--- src/rtl/useq_pkg.sv ---
package useq_pkg;
  localparam int AW    = 4;
  localparam int OPW   = 2;
  localparam int NCTRL = 9;

  localparam logic [AW-1:0] A_F1  = 4'd0;
  localparam logic [AW-1:0] A_F2  = 4'd1;
  localparam logic [AW-1:0] A_F3  = 4'd2;
  localparam logic [AW-1:0] A_AD1 = 4'd8;
  localparam logic [AW-1:0] A_AD2 = 4'd9;
  localparam logic [AW-1:0] A_AN1 = 4'd10;
  localparam logic [AW-1:0] A_AN2 = 4'd11;
  localparam logic [AW-1:0] A_JP1 = 4'd12;
  localparam logic [AW-1:0] A_IN1 = 4'd14;

  typedef struct packed {
    logic             sel_map;
    logic [AW-1:0]    jump;
    logic [NCTRL-1:0] ctrl;
  } uword_t;
endpackage

--- src/rtl/useq_rst_sync.sv ---
module useq_rst_sync #(
  parameter int STAGES = 2
) (
  input  logic clk,
  input  logic rst_n,
  output logic rst_sync_n
);
  logic [STAGES-1:0] sh_q;
  logic [STAGES-1:0] sh_d;

  always_comb begin
    sh_d = {sh_q[STAGES-2:0], 1'b1};
  end

  always_ff @(posedge clk or negedge rst_n) begin
    if (!rst_n) sh_q <= '0;
    else        sh_q <= sh_d;
  end

  assign rst_sync_n = sh_q[STAGES-1];
endmodule

--- src/rtl/useq_rom.sv ---
module useq_rom
  import useq_pkg::*;
(
  input  logic [AW-1:0] addr,
  output uword_t        word
);
  function automatic uword_t mk(logic s, logic [AW-1:0] j, int bit_idx);
    uword_t w;
    w.sel_map = s;
    w.jump    = j;
    w.ctrl    = '0;
    if (bit_idx >= 0) w.ctrl[bit_idx] = 1'b1;
    return w;
  endfunction

  always_comb begin
    unique case (addr)
      A_F1:    word = mk(1'b0, A_F2, 0);
      A_F2:    word = mk(1'b0, A_F3, 1);
      A_F3:    word = mk(1'b1, A_F1, 2);
      A_AD1:   word = mk(1'b0, A_AD2, 3);
      A_AD2:   word = mk(1'b0, A_F1, 4);
      A_AN1:   word = mk(1'b0, A_AN2, 5);
      A_AN2:   word = mk(1'b0, A_F1, 6);
      A_JP1:   word = mk(1'b0, A_F1, 7);
      A_IN1:   word = mk(1'b0, A_F1, 8);
      default: word = mk(1'b0, A_F1, -1);
    endcase
  end

  always_comb begin
    assert ($onehot0(word.ctrl)) else $error("p_ctrl_onehot_r6");
  end
endmodule

--- src/rtl/useq_next_addr.sv ---
module useq_next_addr
  import useq_pkg::*;
(
  input  uword_t         word,
  input  logic [OPW-1:0] ir_op,
  output logic [AW-1:0]  nxt
);
  logic [AW-1:0] map_addr;

  // entry address formed by wiring only
  assign map_addr = {1'b1, ir_op, 1'b0};

  always_comb begin
    nxt = word.sel_map ? map_addr : word.jump;
  end
endmodule

--- src/rtl/useq_ctrl.sv ---
module useq_ctrl
  import useq_pkg::*;
(
  input  logic             clk,
  input  logic             rst_n,
  input  logic [OPW-1:0]   ir_op,
  output logic [AW-1:0]    car,
  output logic             map_sel,
  output logic [NCTRL-1:0] ctrl
);
  logic          rst_sync_n;
  logic [AW-1:0] car_q;
  logic [AW-1:0] car_d;
  logic          car_en;
  uword_t        word;

  useq_rst_sync #(.STAGES(2)) u_rst (
    .clk(clk), .rst_n(rst_n), .rst_sync_n(rst_sync_n)
  );

  useq_rom u_rom (.addr(car_q), .word(word));

  useq_next_addr u_nxt (.word(word), .ir_op(ir_op), .nxt(car_d));

  assign car_en = 1'b1;

  always_ff @(posedge clk or negedge rst_sync_n) begin
    if (!rst_sync_n)  car_q <= A_F1;
    else if (car_en)  car_q <= car_d;
  end

  assign car     = car_q;
  assign map_sel = word.sel_map;
  assign ctrl    = word.ctrl;

  p_fetch_chain_r2: assert property (@(posedge clk) disable iff (!rst_sync_n)
    (car_q == A_F1) |=> (car_q == A_F2));
  p_map_entry_r3: assert property (@(posedge clk) disable iff (!rst_sync_n)
    (car_q == A_F3) |=> (car_q == {1'b1, $past(ir_op), 1'b0}));
  p_exec_return_r4: assert property (@(posedge clk) disable iff (!rst_sync_n)
    (car_q == A_AD2 || car_q == A_AN2 || car_q == A_JP1 || car_q == A_IN1)
    |=> (car_q == A_F1));
  p_sel_only_f3_r7: assert property (@(posedge clk) disable iff (!rst_sync_n)
    map_sel == (car_q == A_F3));
  p_ctrl_hot_r6: assert property (@(posedge clk) disable iff (!rst_sync_n)
    $countones(ctrl) == 1);
endmodule

--- config.mk ---
export PLATFORM = sky130hd
export DESIGN_NAME = useq_ctrl
export DESIGN_NICKNAME = d
export VERILOG_FILES = /design/src/rtl/useq_pkg.sv /design/src/rtl/useq_rst_sync.sv /design/src/rtl/useq_rom.sv /design/src/rtl/useq_next_addr.sv /design/src/rtl/useq_ctrl.sv
export SDC_FILE = /design/constraint.sdc
export NUM_CORES = 1
export LEC_CHECK = 0
export BUFFER_PORTS_ARGS = -buffer_cell sky130_fd_sc_hd__buf_2
export CAP_MARGIN = 20
export CORE_AREA = 4 4 41 43
export CTS_BUF_LIST = sky130_fd_sc_hd__clkbuf_4 sky130_fd_sc_hd__clkbuf_8 sky130_fd_sc_hd__clkbuf_16
export DETAILED_ROUTE_END_ITERATION = 16
export DIE_AREA = 0 0 45 47
export GPL_TIMING_DRIVEN = 0
export PLACE_DENSITY_LB_ADDON = 0.15
export SYNTH_ARGS = -nofsm -noshare
export SYNTH_HDL_FRONTEND = slang
export SYNTH_SLANG_ARGS = --single-unit
--- constraint.sdc ---
create_clock -name clk -period 1.1 [get_ports clk]
set_input_delay 0.055 -clock clk [delete_from_list [all_inputs] [get_ports clk]]
set_output_delay 0.055 -clock clk [all_outputs]
set_load 0.02 [all_outputs]
==> impl_metrics.yaml, run 1 <==
run_status:
  status: "finished with violations"
  failed_checks: "setup timing"
power_and_ir_drop:
  p_seq_frac: 0.232
  p_total_mw: 1.86
  p_sw_mw: 0.808
  power_leakage_nw: 0.295
  peakVddDrop_uv: 1540
  internal_power_mw: 1.05
  p_clk_frac: 0.130
  switching_share: 0.434
  power_density_nw_per_um2: 2950
  combPwrFrac: 0.637
clock_network:
  cts.sinks: 6
  cts_tree: "yes"
  cts_max_level: 1
  clock-root-buffer: "clkbuf_4"
  insertion_delay_ps: 250
  cts_buffer_depth: 2
  cts_made_buffers: 3
  clk_pin_slew_worst_paths_ps: 50
timing:
  min_period_ps: 1290
  setup_viol: 12
  final_max_slew_viol_count: 0
  fin_ws_ps: -195
  hold_slack_ps: 23.1
  fmax_ghz: 0.772
  finalHoldViolCount: 0
  fin_skew_ps: 9.60
  rsz0062_at_grt: "yes"
  period_share: 1.18
die:
  rows: 13
  die_area_um2: 2120
  fp.dieW_um: 45
  num_io_pins: 18
  core_area_um2: 1300
  die_y_um: 47
  start_util: 0.223
final_layout:
  final_cell_mix: "13 x buf_4, 9 x buf_2, 5 x buf_6, 4 x dfrtp_2, 4 x clkbuf_4"
  area_delta_synth_final_pct: 117
  design.final.nets: 66
  diodes: 0
  finalNonFillerCells: 76
  final_common_cell: "buf_4"
  drive_gt1_frac: 0.836
yosys:
  synth_nets: 36
  yosys_warnings: 0
  syn_inst: 32
  synth_area_um2: 290
  synth-seq-cells: 6
  avgSynthCellArea_um2: 9.07
  seq_area_frac_synth: 0.517
  ys_types: 19
drt:
  vias_per_cell: 4.54
  first_pass_iters: 2
  antenna_left: 0
  drcViolationCount: 0
  drt-total-wl_um: 860
  num_vias: 345
  initialDrtViolationCount: 1
  wl_per_cell_um: 11.3
critical_path:
  worst_r2r_path_depth: 4
  worst_setup_path_end_kind: "output port"
  criticalPathCategory: "reg -> out"
  cp-start-kind: "flop"
  cp_data_required_time_ps: 1040
  crit_fanout: 7
  crit_arrival_ps: 1240
placed_design:
  io_buffers: 17
  gp_congestion: 0.591
  placedCellCount: 64
  dp_hpwl_um: 541
flow_run:
  cap_violations: 0
global_route:
  grt-ovfl-total: 0
  grt_pass1_wl_um: 1390
  grt_pass1_vias: 323
  grt_util_all_layers: 0.0955
  antenna_found_initial: 0
  grt_max_degree: 9
hold_path:
  worstHoldPathCells: 2
  hold_path.class: "in -> reg"
## final cells by class
cell class / count / area [um2]
inverters: 2 / 10.0
clock buffers: 4 / 30.0
fillers: 137 / 671
plain buffers: 2 / 26.3
repair buffers: 27 / 198
flip-flops and latches: 6 / 155
well taps: 15 / 18.8
multi-input cells: 20 / 193
## power groups by stage
stage	Combinational, mW	Sequential, mW	Clock (mW)
global route	1.27	0.449	0.270
finish	1.19	0.433	0.243
floorplan	0.565	0.446	0
CTS	1.03	0.409	0.256
detailed placement	0.851	0.386	0
global placement	0.849	0.385	0
## cells by family (layout without fill, tap and decap cells)
logic type | count (synthesis) | in the layout | share of synthesized area
simple gates | 16 | 16 | 0.302
flops | 6 | 6 | 0.517
buf+inv | 6 | 35 | 0.0991
compound gates | 3 | 3 | 0.0690
other cells | 1 | 1 | 0.0129
## metrics by stage
| stage | util | area (um2) | worst slack, ps | setup TNS, ps |
|---|---|---|---|---|
| 6_report | 0.485 | 631 | -195 | -1710 |
| 5_1_grt | 0.485 | 631 | -257 | -2400 |
| 4_1_cts | 0.450 | 586 | -199 | -1770 |
| 3_5_place_dp | 0.358 | 465 | -146 | -331 |
| 3_3_place_gp | 0.358 | 465 | -149 | -340 |
| 2_1_floorplan | - | 362 | -195 | -603 |
## metal layers
metal  global-route usage  share of wire
met5                    0              0
met4               0.0351          0.014
met3               0.0613          0.097
met2                0.133           0.47
met1                0.118           0.42
## state kept, by name, summed over array words and instances, names as in the netlist
name / count
car: 4
u_rst.sh_q: 2
## path summary, 6_finish.rpt
kind,slack [ps],from,endpoint
max,-190,car[0],ctrl[7]
min,20,ir_op[1],car[2]
max reg2reg,-170,car[0],car[1]
min reg2reg,40,u_rst.sh_q[1],car[2]
max in group asynchronous,870,rst_n,u_rst.sh_q[1]
min in group asynchronous,40,u_rst.sh_q[1],car[2]
## cells in the mapped netlist (all sizes together)
library cell / instances / share of area
clkbuf: 1 / 0.013
nand2b: 1 / 0.022
and2: 1 / 0.022
a211oi: 1 / 0.026
nor3b: 1 / 0.026
dfrtp: 6 / 0.52
and4: 1 / 0.034
o211ai: 1 / 0.026
a21oi: 1 / 0.017
or3: 1 / 0.022
inv: 2 / 0.026
nand2: 2 / 0.026
nor4: 2 / 0.043
buf: 3 / 0.060
nor2: 3 / 0.039
nor3: 4 / 0.069
conb: 1 / 0.013
## worst max-delay path, stage by stage, from the launching register on
cell,delay [ps]
dfrtp_2,480
inv_4,110
nand2_2,80
nor3b_2,160
buf_4,160
## repair_timing
item,in CTS,in global routing
setup endpoints to repair,12,13
pin swaps,3,0
endpoints found under the hold margin,2,0
hold buffers,1,0
buffers inserted,8,1
gates cloned,0,0
resized for setup,15,10
(Power assumes the default switching activity.)
==> run 2: changes to the inputs <==
--- a/config.mk
+++ b/config.mk
@@ -16,3 +16,4 @@
 export SYNTH_ARGS = -nofsm -noshare
 export SYNTH_HDL_FRONTEND = slang
 export SYNTH_SLANG_ARGS = --single-unit
+export TNS_END_PERCENT = 30
==> impl_metrics.yaml, run 2 (synthesized netlist as in run 1, its figures left out) <==
final_layout:
  diodes: 0
  area_delta_synth_final_pct: 120
  largest_reg_flops: 4
  final_common_cell: "buf_4"
  design.final.nets: 65
  final_area_um2: 639
  finalNonFillerCells: 75
  drive_gt1_frac: 0.767
  final_cell_mix: "13 x buf_4, 7 x buf_2, 5 x buf_6, 4 x dfrtp_1, 4 x clkbuf_4"
  seqCellArea_um2: 153
  fillCellCount: 138
  multi_input_area_um2: 194
timing:
  rsz0062_at_grt: "yes"
  min_period_ps: 1310
  period_share: 1.19
  fin_ws_ps: -211
  fmax_ghz: 0.763
  fin_skew_ps: 14.8
  finalHoldViolCount: 0
  finalSetupTns_ps: -1440
  final_max_slew_viol_count: 0
  setup_viol: 12
drt:
  initialDrtViolationCount: 2
  drt-total-wl_um: 804
  drcViolationCount: 0
  first_pass_iters: 2
  vias_per_cell: 4.39
  wl_per_cell_um: 10.7
  num_vias: 329
  antenna_left: 0
power_and_ir_drop:
  p_seq_frac: 0.192
  power_leakage_nw: 0.306
  p_clk_frac: 0.128
  power_density_nw_per_um2: 3000
  p_sw_mw: 0.814
  peakVddDrop_uv: 1300
  combPwrFrac: 0.679
  switching_share: 0.424
  internal_power_mw: 1.11
  p_total_mw: 1.92
critical_path:
  crit_fanout: 3
  worst_r2r_path_depth: 3
  crit_slowest_cell: "dfrtp_2"
  critPathBufInv: 3
  cp_data_required_time_ps: 1040
  worst_path_largest_cell_delay_ps: 450
  criticalPathCategory: "reg -> out"
  worst_setup_path_end_kind: "output port"
  r2r_end: "car[1]"
  cp-start-kind: "flop"
  cpLargestDelayFamily: "flip-flops"
  crit_arrival_ps: 1260
  cp_num_cells: 4
  r2r_slack_ps: -10
  crit_path_frequent_cell: "buf_6"
  r2r-start: "car[3]"
  worstPathCellList: "buf_12 -> nor3_4 -> buf_6 -> buf_6"
die:
  die_y_um: 47
  core_area_um2: 1300
  rows: 13
  num_io_pins: 18
  start_util: 0.223
  die_area_um2: 2120
  fp.dieW_um: 45
global_route:
  grt_max_degree: 11
  grt_pass1_wl_um: 1430
  grt_util_all_layers: 0.0961
  grt-ovfl-total: 0
  antenna_found_initial: 0
  grt_pass1_vias: 314
hold_path:
  hold_path.class: "in -> reg"
  min_to: "car[2]"
  min_from: "ir_op[1]"
  worstHoldPathCells: 2
clock_network:
  cts_max_level: 1
  insertion_delay_ps: 250
  clk_pin_slew_worst_paths_ps: 50
  cts_buffer_depth: 2
  clock-root-buffer: "clkbuf_4"
  cts_tree: "yes"
  cts.sinks: 6
  cts_made_buffers: 3
placed_design:
  dpl_worst_slack_ps: -224
  placed_area_um2: 452
  gp_congestion: 0.662
  io_buffers: 17
  dp_hpwl_um: 557
  placedCellCount: 64
run_status:
  failed_checks: "setup timing"
  status: "finished with violations"
flow_run:
  cap_violations: 0
run 2: layer usage:
layer,up-vias,global-route usage,wire length (um)
met5,-,0,0
met2,17,0.121,315
met1,147,0.127,366
met4,0,0.0526,17
met3,2,0.0536,105
li1,163,-,-
run 2: through the flow:
step,utilization,hold slack (ps)
4_1_cts,0.451,18.1
3_3_place_gp,0.347,-159
3_5_place_dp,0.347,-156
6_report,0.491,24.0
5_1_grt,0.491,22.8
2_1_floorplan,-,-241
run 2: how the worst max path moves through the flow:
stage | startpoint | end | slack (ps)
2_1_floorplan | car[2] | car[2] | -200
3_3_place_gp | car[1] | ctrl[8] | -220
3_5_place_dp | car[1] | ctrl[8] | -220
4_1_cts | car[3] | ctrl[0] | -220
5_1_grt | car[3] | ctrl[0] | -280
6_report | car[0] | ctrl[2] | -210
run 2: area by class of cell:
cell class / instances / area share
timing repair buffer: 25 / 0.307
multi-input combinational: 20 / 0.303
sequential: 6 / 0.239
buffer: 3 / 0.0587
clock buffer: 4 / 0.0470
tap: 15 / 0.0294
inverter: 2 / 0.0157
run 2: timing repair:
action | in CTS | in global routing
setup buffers | 6 | 1
hold buffers | 1 | 0
endpoints found under the setup margin | 14 | 12
cloned | 0 | 0
pin swaps | 2 | 0
resized for setup | 17 | 11
endpoints found under the hold margin | 2 | 0
run 2: power groups by stage:
stage	combinational (mW)	sequential, mW	clock (mW)
2_1_floorplan	0.536	0.432	0
3_3_place_gp	0.818	0.373	0
3_5_place_dp	0.821	0.371	0
4_1_cts	1.13	0.352	0.257
5_1_grt	1.40	0.381	0.273
6_report	1.30	0.370	0.246
==> run 3: changes to the inputs <==
--- a/config.mk
+++ b/config.mk
@@ -13,6 +13,7 @@
 export DIE_AREA = 0 0 45 47
 export GPL_TIMING_DRIVEN = 0
 export PLACE_DENSITY_LB_ADDON = 0.15
+export REMOVE_ABC_BUFFERS = 1
 export SYNTH_ARGS = -nofsm -noshare
 export SYNTH_HDL_FRONTEND = slang
 export SYNTH_SLANG_ARGS = --single-unit
==> impl_metrics.yaml, run 3 (synthesized netlist as in run 1, its figures left out) <==
timing:
  period_share: 1.14
  final_max_slew_viol_count: 0
  finalHoldViolCount: 0
  hold_slack_ps: 20.3
  fin_ws_ps: -155
  min_period_ps: 1260
  fin_skew_ps: 6.28
  setup_viol: 13
  fmax_ghz: 0.797
  rsz0062_at_grt: "yes"
final_layout:
  area_delta_synth_final_pct: 88.4
  final_area_um2: 547
  largest_reg_flops: 4
  design.final.nets: 61
  final_cell_mix: "10 x buf_4, 9 x buf_2, 4 x dfrtp_2, 4 x buf_6"
  final_common_cell: "buf_4"
  fillCellCount: 133
  final_util: 0.420
  seqCellArea_um2: 155
  drive_gt1_frac: 0.727
  multi_input_area_um2: 168
  diodes: 0
placed_design:
  dpl_worst_slack_ps: -109
  gp_congestion: 0.643
  placed_area_um2: 373
  io_buffers: 17
critical_path:
  r2r_slack_ps: -110
  crit_slowest_cell: "dfrtp_2"
  r2r_end: "car[1]"
  worst_path_largest_cell_delay_ps: 480
  cp-start-kind: "flop"
  crit_arrival_ps: 1200
  worst_setup_path_end_kind: "output port"
  worst_r2r_path_depth: 3
  cp_data_required_time_ps: 1040
  crit_fanout: 7
  cpLargestDelayFamily: "flip-flops"
  criticalPathCategory: "reg -> out"
  critPathBufInv: 1
  r2r-start: "car[3]"
  worstPathCellList: "nor4_4 -> buf_4"
global_route:
  antenna_found_initial: 0
  grt_util_all_layers: 0.0857
  grt_pass1_vias: 279
  grt_max_degree: 11
  grt_pass1_wl_um: 1260
  grt-ovfl-total: 0
die:
  fp.dieW_um: 45
  num_io_pins: 18
  die_area_um2: 2120
  die_y_um: 47
  core_area_um2: 1300
  start_util: 0.223
  rows: 13
hold_path:
  min_from: "ir_op[1]"
  worstHoldPathCells: 2
  hold_path.class: "in -> reg"
  min_to: "car[2]"
clock_network:
  clock-root-buffer: "clkbuf_4"
  clk_pin_slew_worst_paths_ps: 50
  insertion_delay_ps: 250
  cts_made_buffers: 3
  cts.sinks: 6
  cts_buffer_depth: 2
  cts_tree: "yes"
  cts_max_level: 1
power_and_ir_drop:
  p_total_mw: 1.61
  power_leakage_nw: 0.258
  peakVddDrop_uv: 1170
  power_density_nw_per_um2: 2940
drt:
  drt-total-wl_um: 833
  met3_length_um: 82
  met1_length_um: 328
  dr_wl_met2_um: 422
  top_layer_used: "met3"
  drcViolationCount: 0
  num_vias: 314
  antenna_left: 0
  initialDrtViolationCount: 3
  vias_per_cell: 4.49
  first_pass_iters: 3
  wl_per_cell_um: 11.9
run_status:
  status: "finished with violations"
  failed_checks: "setup timing"
flow_run:
  cap_violations: 0
run 3: cell types whose count changed in the layout (fill, tap and decap cells not counted), sizes merged:
cell / change
buf: -4
clkbuf: -1
run 3: area by class of cell:
type	count	share of cell area
clock buffers	3	0.0412
inverters	2	0.0137
multi-input cells	20	0.307
flip-flops and latches	6	0.284
well taps	15	0.0343
repair buffers	24	0.320
run 3: repair_timing:
item	in CTS	in global routing
setup endpoints to repair	12	13
resized for setup	14	12
buffers inserted	6	0
hold buffers	1	0
cloned	0	0
pin swaps	3	2
endpoints found under the hold margin	2	0
run 3: worst max path at each step:
stage / startpoint / end / slack (ps) / depth (start not counted)
2_1_floorplan: car[2] / car[2] / -830 / 3
6_report: car[3] / ctrl[0] / -160 / 2
3_3_place_gp: car[2] / map_sel / -60 / 3
4_1_cts: car[3] / ctrl[0] / -150 / 2
5_1_grt: car[3] / ctrl[0] / -210 / 2
3_5_place_dp: car[2] / ctrl[2] / -110 / 3
run 3: per-stage QoR:
step / setup TNS [ps] / cells
detailed placement: -291 / 60
global placement: -145 / 60
CTS: -1380 / 70
global route: -2280 / 70
floorplan: -2980 / 28
finish: -1520 / 70
run 3: per-layer routing:
metal | global-route usage | up-vias
li1 | - | 155
met1 | 0.101 | 146
met2 | 0.130 | 13
met3 | 0.0690 | 0
met4 | 0 | 0
met5 | 0 | -
run 3: where the power goes:
part           switching [mW]  internal (mW)  leakage (nW)  total [mW]
logic                   0.508          0.458         0.174       0.966
registers               0.146          0.294        0.0693       0.440
clock network          0.0800          0.123        0.0138       0.203
total                   0.735          0.875         0.258        1.61
